<file path="src/rtl/loc_irq_pkg.sv">
package loc_irq_pkg;
  localparam int unsigned DW = 32;
  localparam logic [DW-1:0] SRC_MASK  = 32'h0000_0087;
  localparam logic [DW-1:0] EN_WMASK  = 32'h8000_009F;
  localparam logic [DW-1:0] EN_RESET  = 32'h0000_0008;
  localparam int unsigned   GIE_BIT   = 31;

  typedef enum logic [1:0] {
    REG_ENABLE = 2'd0,
    REG_VECTOR = 2'd1,
    REG_STATUS = 2'd2,
    REG_RSVD   = 2'd3
  } reg_sel_e;

  // expand byte enables into a bit mask
  function automatic logic [DW-1:0] lane_mask(input logic [DW/8-1:0] be);
    logic [DW-1:0] m;
    m = '0;
    for (int b = 0; b < DW/8; b++) begin
      if (be[b]) m[8*b +: 8] = 8'hFF;
    end
    return m;
  endfunction

  function automatic logic [DW-1:0] merge_enable(input logic [DW-1:0] old,
                                                 input logic [DW-1:0] wdata,
                                                 input logic [DW/8-1:0] be);
    logic [DW-1:0] m;
    m = lane_mask(be);
    return (old & ~m) | (wdata & m & EN_WMASK);
  endfunction

  function automatic logic [DW-1:0] clear_bits(input logic [DW-1:0] wdata,
                                               input logic [DW/8-1:0] be);
    return wdata & lane_mask(be) & SRC_MASK;
  endfunction

  function automatic logic would_latch(input logic [DW-1:0] en,
                                       input logic [DW-1:0] src);
    return en[GIE_BIT] && (|(en & src & SRC_MASK));
  endfunction
endpackage

</file>
<file path="src/rtl/loc_irq_decode.sv">
module loc_irq_decode
  import loc_irq_pkg::*;
#(
  parameter int unsigned NUM_LOC = 5,
  parameter int unsigned LOC_W   = 3
) (
  input  logic               raise_vld,
  input  logic [LOC_W-1:0]   raise_loc,
  input  logic               bus_we,
  input  logic [LOC_W-1:0]   bus_loc,
  input  logic [1:0]         bus_reg,
  input  logic [LOC_W-1:0]   active_loc,
  output logic [NUM_LOC-1:0] raise_hit,
  output logic [NUM_LOC-1:0] en_wr_hit,
  output logic [NUM_LOC-1:0] st_wr_hit
);
  logic owner_wr;
  assign owner_wr = bus_we && (bus_loc == active_loc);

  for (genvar i = 0; i < NUM_LOC; i++) begin : g_hit
    logic here;
    assign here         = (bus_loc == LOC_W'(i));
    assign raise_hit[i] = raise_vld && (raise_loc == LOC_W'(i));
    assign en_wr_hit[i] = owner_wr && here && (bus_reg == REG_ENABLE);
    assign st_wr_hit[i] = owner_wr && here && (bus_reg == REG_STATUS);
  end
endmodule

</file>
<file path="src/rtl/loc_irq_slot.sv">
module loc_irq_slot
  import loc_irq_pkg::*;
(
  input  logic            clk,
  input  logic            rst_n,
  input  logic            raise_hit,
  input  logic [DW-1:0]   raise_src,
  input  logic            en_wr,
  input  logic            st_wr,
  input  logic [DW/8-1:0] wr_be,
  input  logic [DW-1:0]   wr_data,
  output logic [DW-1:0]   en_q,
  output logic [DW-1:0]   st_q,
  output logic            latch_ev,
  output logic            drop_ev
);
  logic [DW-1:0] set_bits, clr_bits, st_d;

  assign latch_ev = raise_hit && would_latch(en_q, raise_src);
  assign set_bits = latch_ev ? (raise_src & SRC_MASK) : '0;
  assign clr_bits = st_wr ? clear_bits(wr_data, wr_be) : '0;
  assign st_d     = (st_q & ~clr_bits) | set_bits;
  assign drop_ev  = st_wr && (|(st_q & clr_bits)) && (st_d == '0);

  always_ff @(posedge clk) begin
    if (!rst_n) begin
      en_q <= EN_RESET;
      st_q <= '0;
    end else begin
      st_q <= st_d;
      if (en_wr) en_q <= merge_enable(en_q, wr_data, wr_be);
    end
  end
endmodule

</file>
<file path="src/rtl/loc_irq_line.sv">
module loc_irq_line #(
  parameter int unsigned NUM_LOC = 5
) (
  input  logic               clk,
  input  logic               rst_n,
  input  logic [NUM_LOC-1:0] latch_vec,
  input  logic [NUM_LOC-1:0] drop_vec,
  output logic               irq_q
);
  // a latch anywhere wins over a drop in the same cycle
  always_ff @(posedge clk) begin
    if (!rst_n)            irq_q <= 1'b0;
    else if (|latch_vec)   irq_q <= 1'b1;
    else if (|drop_vec)    irq_q <= 1'b0;
  end
endmodule

</file>
<file path="src/rtl/loc_irq_ctrl.sv">
module loc_irq_ctrl
  import loc_irq_pkg::*;
#(
  parameter int unsigned NUM_LOC    = 5,
  parameter int unsigned LOC_W      = 3,
  parameter logic [31:0] VECTOR_NUM = 32'd11
) (
  input  logic             clk,
  input  logic             rst_n,
  input  logic [LOC_W-1:0] active_loc,
  input  logic             raise_vld,
  input  logic [LOC_W-1:0] raise_loc,
  input  logic [31:0]      raise_src,
  input  logic             bus_we,
  input  logic [LOC_W-1:0] bus_loc,
  input  logic [1:0]       bus_reg,
  input  logic [3:0]       bus_be,
  input  logic [31:0]      bus_wdata,
  output logic [31:0]      bus_rdata,
  output logic             irq_o
);
  localparam int unsigned FLAT_W = NUM_LOC * DW;

  logic [NUM_LOC-1:0] raise_hit, en_wr_hit, st_wr_hit;
  logic [NUM_LOC-1:0] latch_vec, drop_vec;
  logic [DW-1:0]      en_q [NUM_LOC];
  logic [DW-1:0]      st_q [NUM_LOC];
  logic [FLAT_W-1:0]  en_flat, st_flat;

  loc_irq_decode #(.NUM_LOC(NUM_LOC), .LOC_W(LOC_W)) u_dec (
    .raise_vld (raise_vld),
    .raise_loc (raise_loc),
    .bus_we    (bus_we),
    .bus_loc   (bus_loc),
    .bus_reg   (bus_reg),
    .active_loc(active_loc),
    .raise_hit (raise_hit),
    .en_wr_hit (en_wr_hit),
    .st_wr_hit (st_wr_hit)
  );

  for (genvar i = 0; i < NUM_LOC; i++) begin : g_loc
    loc_irq_slot u_slot (
      .clk      (clk),
      .rst_n    (rst_n),
      .raise_hit(raise_hit[i]),
      .raise_src(raise_src),
      .en_wr    (en_wr_hit[i]),
      .st_wr    (st_wr_hit[i]),
      .wr_be    (bus_be),
      .wr_data  (bus_wdata),
      .en_q     (en_q[i]),
      .st_q     (st_q[i]),
      .latch_ev (latch_vec[i]),
      .drop_ev  (drop_vec[i])
    );
    assign en_flat[i*DW +: DW] = en_q[i];
    assign st_flat[i*DW +: DW] = st_q[i];
  end

  loc_irq_line #(.NUM_LOC(NUM_LOC)) u_line (
    .clk      (clk),
    .rst_n    (rst_n),
    .latch_vec(latch_vec),
    .drop_vec (drop_vec),
    .irq_q    (irq_o)
  );

  always_comb begin
    bus_rdata = '0;
    if (bus_reg == REG_VECTOR) begin
      bus_rdata = VECTOR_NUM;
    end else begin
      for (int i = 0; i < NUM_LOC; i++) begin
        if (bus_loc == LOC_W'(i)) begin
          if (bus_reg == REG_ENABLE) bus_rdata = en_q[i];
          if (bus_reg == REG_STATUS) bus_rdata = st_q[i];
        end
      end
    end
  end
endmodule

</file>
<file path="config.mk">
export PLATFORM = sky130hd
export DESIGN_NAME = loc_irq_ctrl
export DESIGN_NICKNAME = d
export VERILOG_FILES = /design/src/rtl/loc_irq_pkg.sv /design/src/rtl/loc_irq_decode.sv /design/src/rtl/loc_irq_slot.sv /design/src/rtl/loc_irq_line.sv /design/src/rtl/loc_irq_ctrl.sv
export SDC_FILE = /design/constraint.sdc
export NUM_CORES = 1
export LEC_CHECK = 0
export BUFFER_PORTS_ARGS = -buffer_cell sky130_fd_sc_hd__buf_4
export CORE_ASPECT_RATIO = 1.5
export CORE_MARGIN = 3
export CORE_UTILIZATION = 51
export DETAILED_ROUTE_END_ITERATION = 10
export PLACE_DENSITY = 0.83
export SYNTH_ARGS = -nofsm -noshare
export SYNTH_HDL_FRONTEND = slang
export SYNTH_SLANG_ARGS = --single-unit
</file>
<file path="constraint.sdc">
create_clock -name clk -period 1.6 [get_ports clk]
set_input_delay 0.08 -clock clk [delete_from_list [all_inputs] [get_ports clk]]
set_output_delay 0.08 -clock clk [all_outputs]
set_load 0.03 [all_outputs]
</file>
==> out/qor.yml, run 1 <==
timing:
  min_period_ns: 2.13
  period_share: 1.33
  setup_viol: 26
  hold_violations: 0
  fin_skew_ns: 0.00921
  slew_viol_final: 0
  fin_ws_ns: -0.530
  maxSlewHeadroom: 0.456
  max_freq_mhz: 470
  rsz0062_at_grt: "yes"
  worst_pin_slew_ns: 0.812
final_layout:
  antenna_cells: 0
  nNetsFinal: 1045
  fin_cells: 1171
  drive_above_1_share: 0.363
  syn_to_final_growth_pct: 34.4
status:
  violations: "setup timing"
  status: "finished with violations"
synthesis:
  syn-cell-area_um2: 7690
  synthArstFlopShare: 0
  synth-seq-cells: 181
  synth_nets: 899
  synth_edf_count: 0
  synth.distinct_cells: 65
  synth_seq_area_share: 0.471
  synthFlopType: "dfxtp_1"
  yosysWarnings: 0
  syn_inst: 816
  syn_area_per_cell_um2: 9.43
drt:
  route.met3.wl_um: 1730
  post_drt_wl_per_cell_um: 22.0
  m1WireLength_um: 9300
  drc_errors: 0
  ant_nets: 0
  drt_pre_antenna_iters: 5
  drt-total-wl_um: 25700
  vias_per_cell: 6.21
  wl_met2_um: 12800
  top_layer: "met4"
  via_count: 7268
  drt_iter0_drc: 573
global_routing:
  antenna_found_initial: 0
  grt_pass1_wl_um: 39200
  grt_max_degree: 42
  grt_pass1_vias: 7449
  grt-ovfl-total: 0
  grt_usage: 0.303
floorplanning:
  num_rows: 54
  dieArea_um2: 16600
  start_util: 0.525
  coreArea_um2: 14700
  die_h_um: 156
  io_pins: 116
  die_w_um: 106
setup_path:
  worstSetupPathType: "reg2out"
  start_kind: "register"
  cp-end-kind: "output pin"
  crit_arrival_ns: 2.05
  cp.required_ns: 1.52
  critPathMaxFanout: 2
  slowest_delay_ns: 0.50
  cp_cell_sequence: "or3b_1, mux4_2, nor2_2, o22ai_1, o211a_1, buf_6"
  cp_slowest_cell: "mux4_2"
worst_hold_path:
  min_from: "raise_loc[0]"
  hp-class: "in2reg"
placed_design:
  dp_cells: 1128
  gp_congestion: 1.02
  portBuffers: 62
  dp_hpwl_um: 17000
run:
  max-cap-violations: 0
power:
  p_leak_nw: 4.25
  finalPower_mw: 9.55
  vdd_drop_max_mv: 0.657
  p_per_area_nw_per_um2: 924
clock_network:
  cts.htree.levels: 4
  ctsRootBufferMaster: "clkbuf_16"
  clkLatencyLatePin_ns: 0.44
  cts_made_buffers: 17
  cts_max_path_buffers: 2
  clk_pin_slew_ns: 0.07
  cts_tree: "done"
  cts_sinks: 181
logic make-up (layout without fill, tap and decap cells):
| logic type | Yosys count | after routing | synth area share |
|---|---|---|---|
| AO/OA/AOI/OAI | 192 | 192 | 0.175 |
| XOR/XNOR | 2 | 2 | 0.00228 |
| buffers and inverters | 65 | 224 | 0.0363 |
| flip-flops | 181 | 181 | 0.471 |
| multiplexers | 59 | 59 | 0.0939 |
| AND/OR/NAND/NOR | 317 | 317 | 0.221 |
metrics by stage:
stage | TNS, ns | utilization | area [um^2] | setup slack (ns) | hold WS (ns)
after floorplan | -0.795 | - | 7760 | -0.263 | 0.205
after global placement | -9.10 | 0.619 | 9070 | -0.193 | 0.349
after detailed placement | -13.71 | 0.619 | 9070 | -0.184 | 0.357
after CTS | -3.87 | 0.685 | 10000 | -0.551 | 0.000122
after global routing | -5.66 | 0.705 | 10300 | -0.566 | 0.0156
final | -4.04 | 0.705 | 10300 | -0.530 | 0.00465
worst paths after layout:
kind	endpoint	slack [ns]	cells after the start
worst max-delay path	bus_rdata[7]	-0.53	6
worst min register to register	g_loc[1].u_slot.en_q[10]	0.46	1
worst min-delay path	g_loc[2].u_slot.st_q[0]	0.005	4
worst max register to register	u_line.irq_q	-0.43	8
cell usage after synthesis (4+ instances only):
cell | count | share of area
nand3b_1 | 4 | 0.0039
nor2_1 | 79 | 0.039
a31oi_1 | 9 | 0.0073
inv_1 | 15 | 0.0073
mux2i_1 | 44 | 0.057
a21oi_1 | 48 | 0.031
and2_1 | 104 | 0.085
o21ai_0 | 36 | 0.023
o2bb2ai_1 | 6 | 0.0068
nor3_1 | 6 | 0.0039
nand4_1 | 4 | 0.0033
nor2b_1 | 5 | 0.0041
and3_1 | 25 | 0.020
buf_1 | 4 | 0.0020
nand2_1 | 59 | 0.029
nand2b_1 | 5 | 0.0041
a221oi_1 | 4 | 0.0046
a22oi_1 | 23 | 0.022
mux4_2 | 10 | 0.029
nor4b_1 | 4 | 0.0046
clkbuf_1 | 23 | 0.011
a22o_1 | 8 | 0.0091
mux2_2 | 5 | 0.0073
dfxtp_1 | 181 | 0.47
o21a_1 | 7 | 0.0068
a222oi_1 | 8 | 0.010
buf_2 | 19 | 0.012
o221ai_1 | 5 | 0.0057
a211oi_1 | 10 | 0.0098
power by group:
| part | switching (mW) | internal (mW) | total (mW) | leakage, nW |
|---|---|---|---|---|
| clock | 1.93 | 2.28 | 4.21 | 0.284 |
| sequential | 0.000468 | 4.50 | 4.50 | 1.48 |
| combinational | 0.518 | 0.316 | 0.833 | 2.48 |
cells in the final DEF, fill, tap and decap left out, drive strengths merged, types with 5 or more instances in the layout:
cell type  instances
o21a               7
dfxtp            181
mux4              10
nor2b              5
inv               21
buf              171
a22oi             25
o21ai             36
and2             104
clkbuf            20
and3              25
nand2             59
a31oi              9
o2bb2ai            6
a2111oi            7
mux2               5
o221ai             5
a21oi             48
nor3               6
nand3              6
a22o               8
nand2b             5
mux2i             44
a222oi             8
a211oi            10
nor2              80
area by class of cell:
| cell class | count | area [um^2] |
|---|---|---|
| inverters | 16 | 60.1 |
| flip-flops and latches | 181 | 3680 |
| clock inverters | 13 | 140 |
| repair buffers | 176 | 1560 |
| multi-input cells | 570 | 4200 |
| well taps | 196 | 245 |
| clock buffers | 19 | 453 |
| fillers | 1020 | 4330 |
per-layer routing:
layer,vias to the layer above,track usage
met5,-,0
met4,0,0.197
met3,153,0.0528
met2,441,0.526
met1,3474,0.340
li1,3200,-
worst max-delay path, delay by kind of cell, from the launching register on:
family                 cells  cell delay, ns
buffers and inverters      1            0.14
AND/OR/NAND/NOR            2            0.44
multiplexers               1            0.50
flip-flops                 1            0.32
AO/OA/AOI/OAI              2            0.21
repair_timing:
action / CTS / global route
pin swaps: 34 / 36
gates cloned: 0 / 1
hold endpoints to repair: 18 / 0
setup endpoints to repair: 33 / 41
resized for setup: 92 / 69
buffers inserted: 3 / 3
hold buffers: 4 / 0
(Power assumes the default switching activity.)
==> run 2, diff against run 1 <==
--- a/config.mk
+++ b/config.mk
@@ -5,7 +5,7 @@
 export SDC_FILE = /design/constraint.sdc
 export NUM_CORES = 1
 export LEC_CHECK = 0
-export BUFFER_PORTS_ARGS = -buffer_cell sky130_fd_sc_hd__buf_4
+export BUFFER_PORTS_ARGS = -buffer_cell sky130_fd_sc_hd__buf_2
 export CORE_ASPECT_RATIO = 1.5
 export CORE_MARGIN = 3
 export CORE_UTILIZATION = 51
==> run 2 against run 1 <==
  * The flow still finishes with violations (setup timing)
  * Setup slack lost 0.010 ns
  * Global-route usage is essentially flat
  * Clock power grew 1%
  * Critical endpoint unchanged
  * Largest cell class unchanged
  * Largest power group unchanged
==> out/qor.yml, run 2 (synthesized netlist as in run 1, its figures left out) <==
status:
  status: "finished with violations"
  violations: "setup timing"
clock_network:
  cts_tree: "done"
  clk_pin_slew_ns: 0.07  # about the same
  clkLatencyLatePin_ns: 0.44  # about the same
  cts_sinks: 181  # unchanged
  cts_max_path_buffers: 2  # unchanged
  ctsRootBufferMaster: "clkbuf_16"
  cts_made_buffers: 17  # unchanged
  cts.htree.levels: 4  # unchanged
floorplanning:
  die_w_um: 106  # unchanged
  start_util: 0.525  # unchanged
  io_pins: 116  # unchanged
  die_h_um: 156  # unchanged
  dieArea_um2: 16600  # unchanged
  coreArea_um2: 14700  # unchanged
  num_rows: 54  # unchanged
timing:
  rsz0062_at_grt: "yes"
  whs_ns: 0.0485  # +0.0439 ns
  fin_skew_ns: 0.00957  # +0.000356 ns
  slew_viol_final: 0  # unchanged
  worst_pin_slew_ns: 0.767  # -0.0446 ns
  hold_violations: 0  # unchanged
  min_period_ns: 2.14  # +0.0103 ns
  period_share: 1.34  # +0.00642
  setup_viol: 31  # +19%
  maxSlewHeadroom: 0.486  # +0.0299
  tns_ns: -4.26  # -0.226 ns
  fin_ws_ns: -0.540  # -0.0103 ns
  max_freq_mhz: 467  # -0.48%
final_layout:
  layout_commonest_cell: "dfxtp_1"
  fin_util: 0.703  # -0.00222
  layout_common_cells: "145 x dfxtp_1, 142 x buf_4, 103 x and2_1"
  antenna_cells: 0  # unchanged
  drive_above_1_share: 0.373  # +0.0102
  syn_to_final_growth_pct: 34.0
  nNetsFinal: 1072  # +2.6%
  fin_cells: 1198  # +2.3%
global_routing:
  grt_pass1_wl_um: 38700  # -1.1%
  antenna_found_initial: 0  # unchanged
  grt_pass1_vias: 7215  # -3.1%
  grt_max_degree: 41  # -2.4%
  grt_usage: 0.303  # +0.000306
  grt-ovfl-total: 0  # unchanged
worst_hold_path:
  holdPathStages: 3  # -1
  hp-class: "in2reg"
  min_from: "bus_wdata[1]"
run:
  max-cap-violations: 0  # unchanged
drt:
  drt_pre_antenna_iters: 6  # +1
  drc_errors: 0  # unchanged
  via_count: 7178  # -1.2%
  drt-total-wl_um: 25200  # -2.0%
  post_drt_wl_per_cell_um: 21.1  # -4.2%
  ant_nets: 0  # unchanged
  vias_per_cell: 5.99  # -3.5%
  drt_iter0_drc: 584  # +1.9%
setup_path:
  worstSetupPathType: "reg2out"
  crit_arrival_ns: 2.06  # about the same
  r2r-end: "u_line.irq_q"
  cp-end-kind: "output pin"
  r2r_cells: 8  # unchanged
  cp.required_ns: 1.52  # about the same
  critPathMaxFanout: 2  # unchanged
  start_kind: "register"
  ff2ff_setup_slack_ns: -0.19  # +0.24 ns
placed_design:
  dp_cells: 1152  # +2.1%
  gp_congestion: 0.986  # -2.9%
  portBuffers: 62  # unchanged
  dp_hpwl_um: 17100  # +0.60%
power:
  p_per_area_nw_per_um2: 927  # +0.34%
  p_leak_nw: 4.30  # +1.3%
  vdd_drop_max_mv: 0.925  # +41%
  finalPower_mw: 9.55  # about the same
run 2: changes by cell type in the layout (fill, tap and decap cells not counted), sizes merged:
cell / change
buf: +28
clkbuf: +1
clkinvlp: -1
dlygate4sd3: -1
run 2: metrics by stage:
stage                     area [um^2]  worst slack [ns]
after detailed placement         9080            -0.182
after floorplan                  7760            -0.263
after global routing            10300            -0.587
after global placement           9080            -0.160
final                           10300            -0.540
after CTS                       10100            -0.545
run 2: cell type report:
type	instances	area [um^2]
clock inverter	12	135
clock buffer	20	467
inverter	16	60.1
multi-input combinational	570	4130
tap	196	245
sequential	181	3670
timing repair buffer	203	1590
fill	1059	4360
run 2: critical path: stages, from the launching register on:
cell     delay, ns
dfxtp_2       0.33
or3b_1        0.35
mux4_2        0.50
nor2_2        0.11
o22ai_1       0.07
o211a_1       0.13
buf_6         0.14
run 2: metal layers:
metal  wire (um)  up-vias  global-route usage
li1            -     3256                   -
met1        9330     3456               0.337
met2       12700      359               0.529
met3        1630      107              0.0598
met4        1600        0               0.191
met5           0        -                   0
run 2: worst max-delay path by stage:
| stage | start | cells after the start | slack, ns | to |
|---|---|---|---|---|
| after CTS | register | 6 | -0.55 | bus_rdata[7] |
| after global placement | bus_loc[1] | 7 | -0.16 | bus_rdata[21] |
| after floorplan | bus_loc[0] | 5 | -0.26 | bus_rdata[17] |
| final | register | 6 | -0.54 | bus_rdata[7] |
| after detailed placement | bus_loc[1] | 7 | -0.18 | bus_rdata[21] |
| after global routing | register | 6 | -0.59 | bus_rdata[7] |
run 2: power by group:
group          internal [mW]  switching [mW]
Combinational          0.295           0.500
Sequential              4.50        0.000506
Clock                   2.33            1.92
Total                   7.12            2.42
run 2: timing repair:
item,4_1_cts,5_1_grt
gates cloned,0,0
resized for setup,116,52
hold buffers,3,0
endpoints found under the setup margin,33,37
pin swaps,32,26
hold endpoints to repair,11,0
setup buffers,7,4
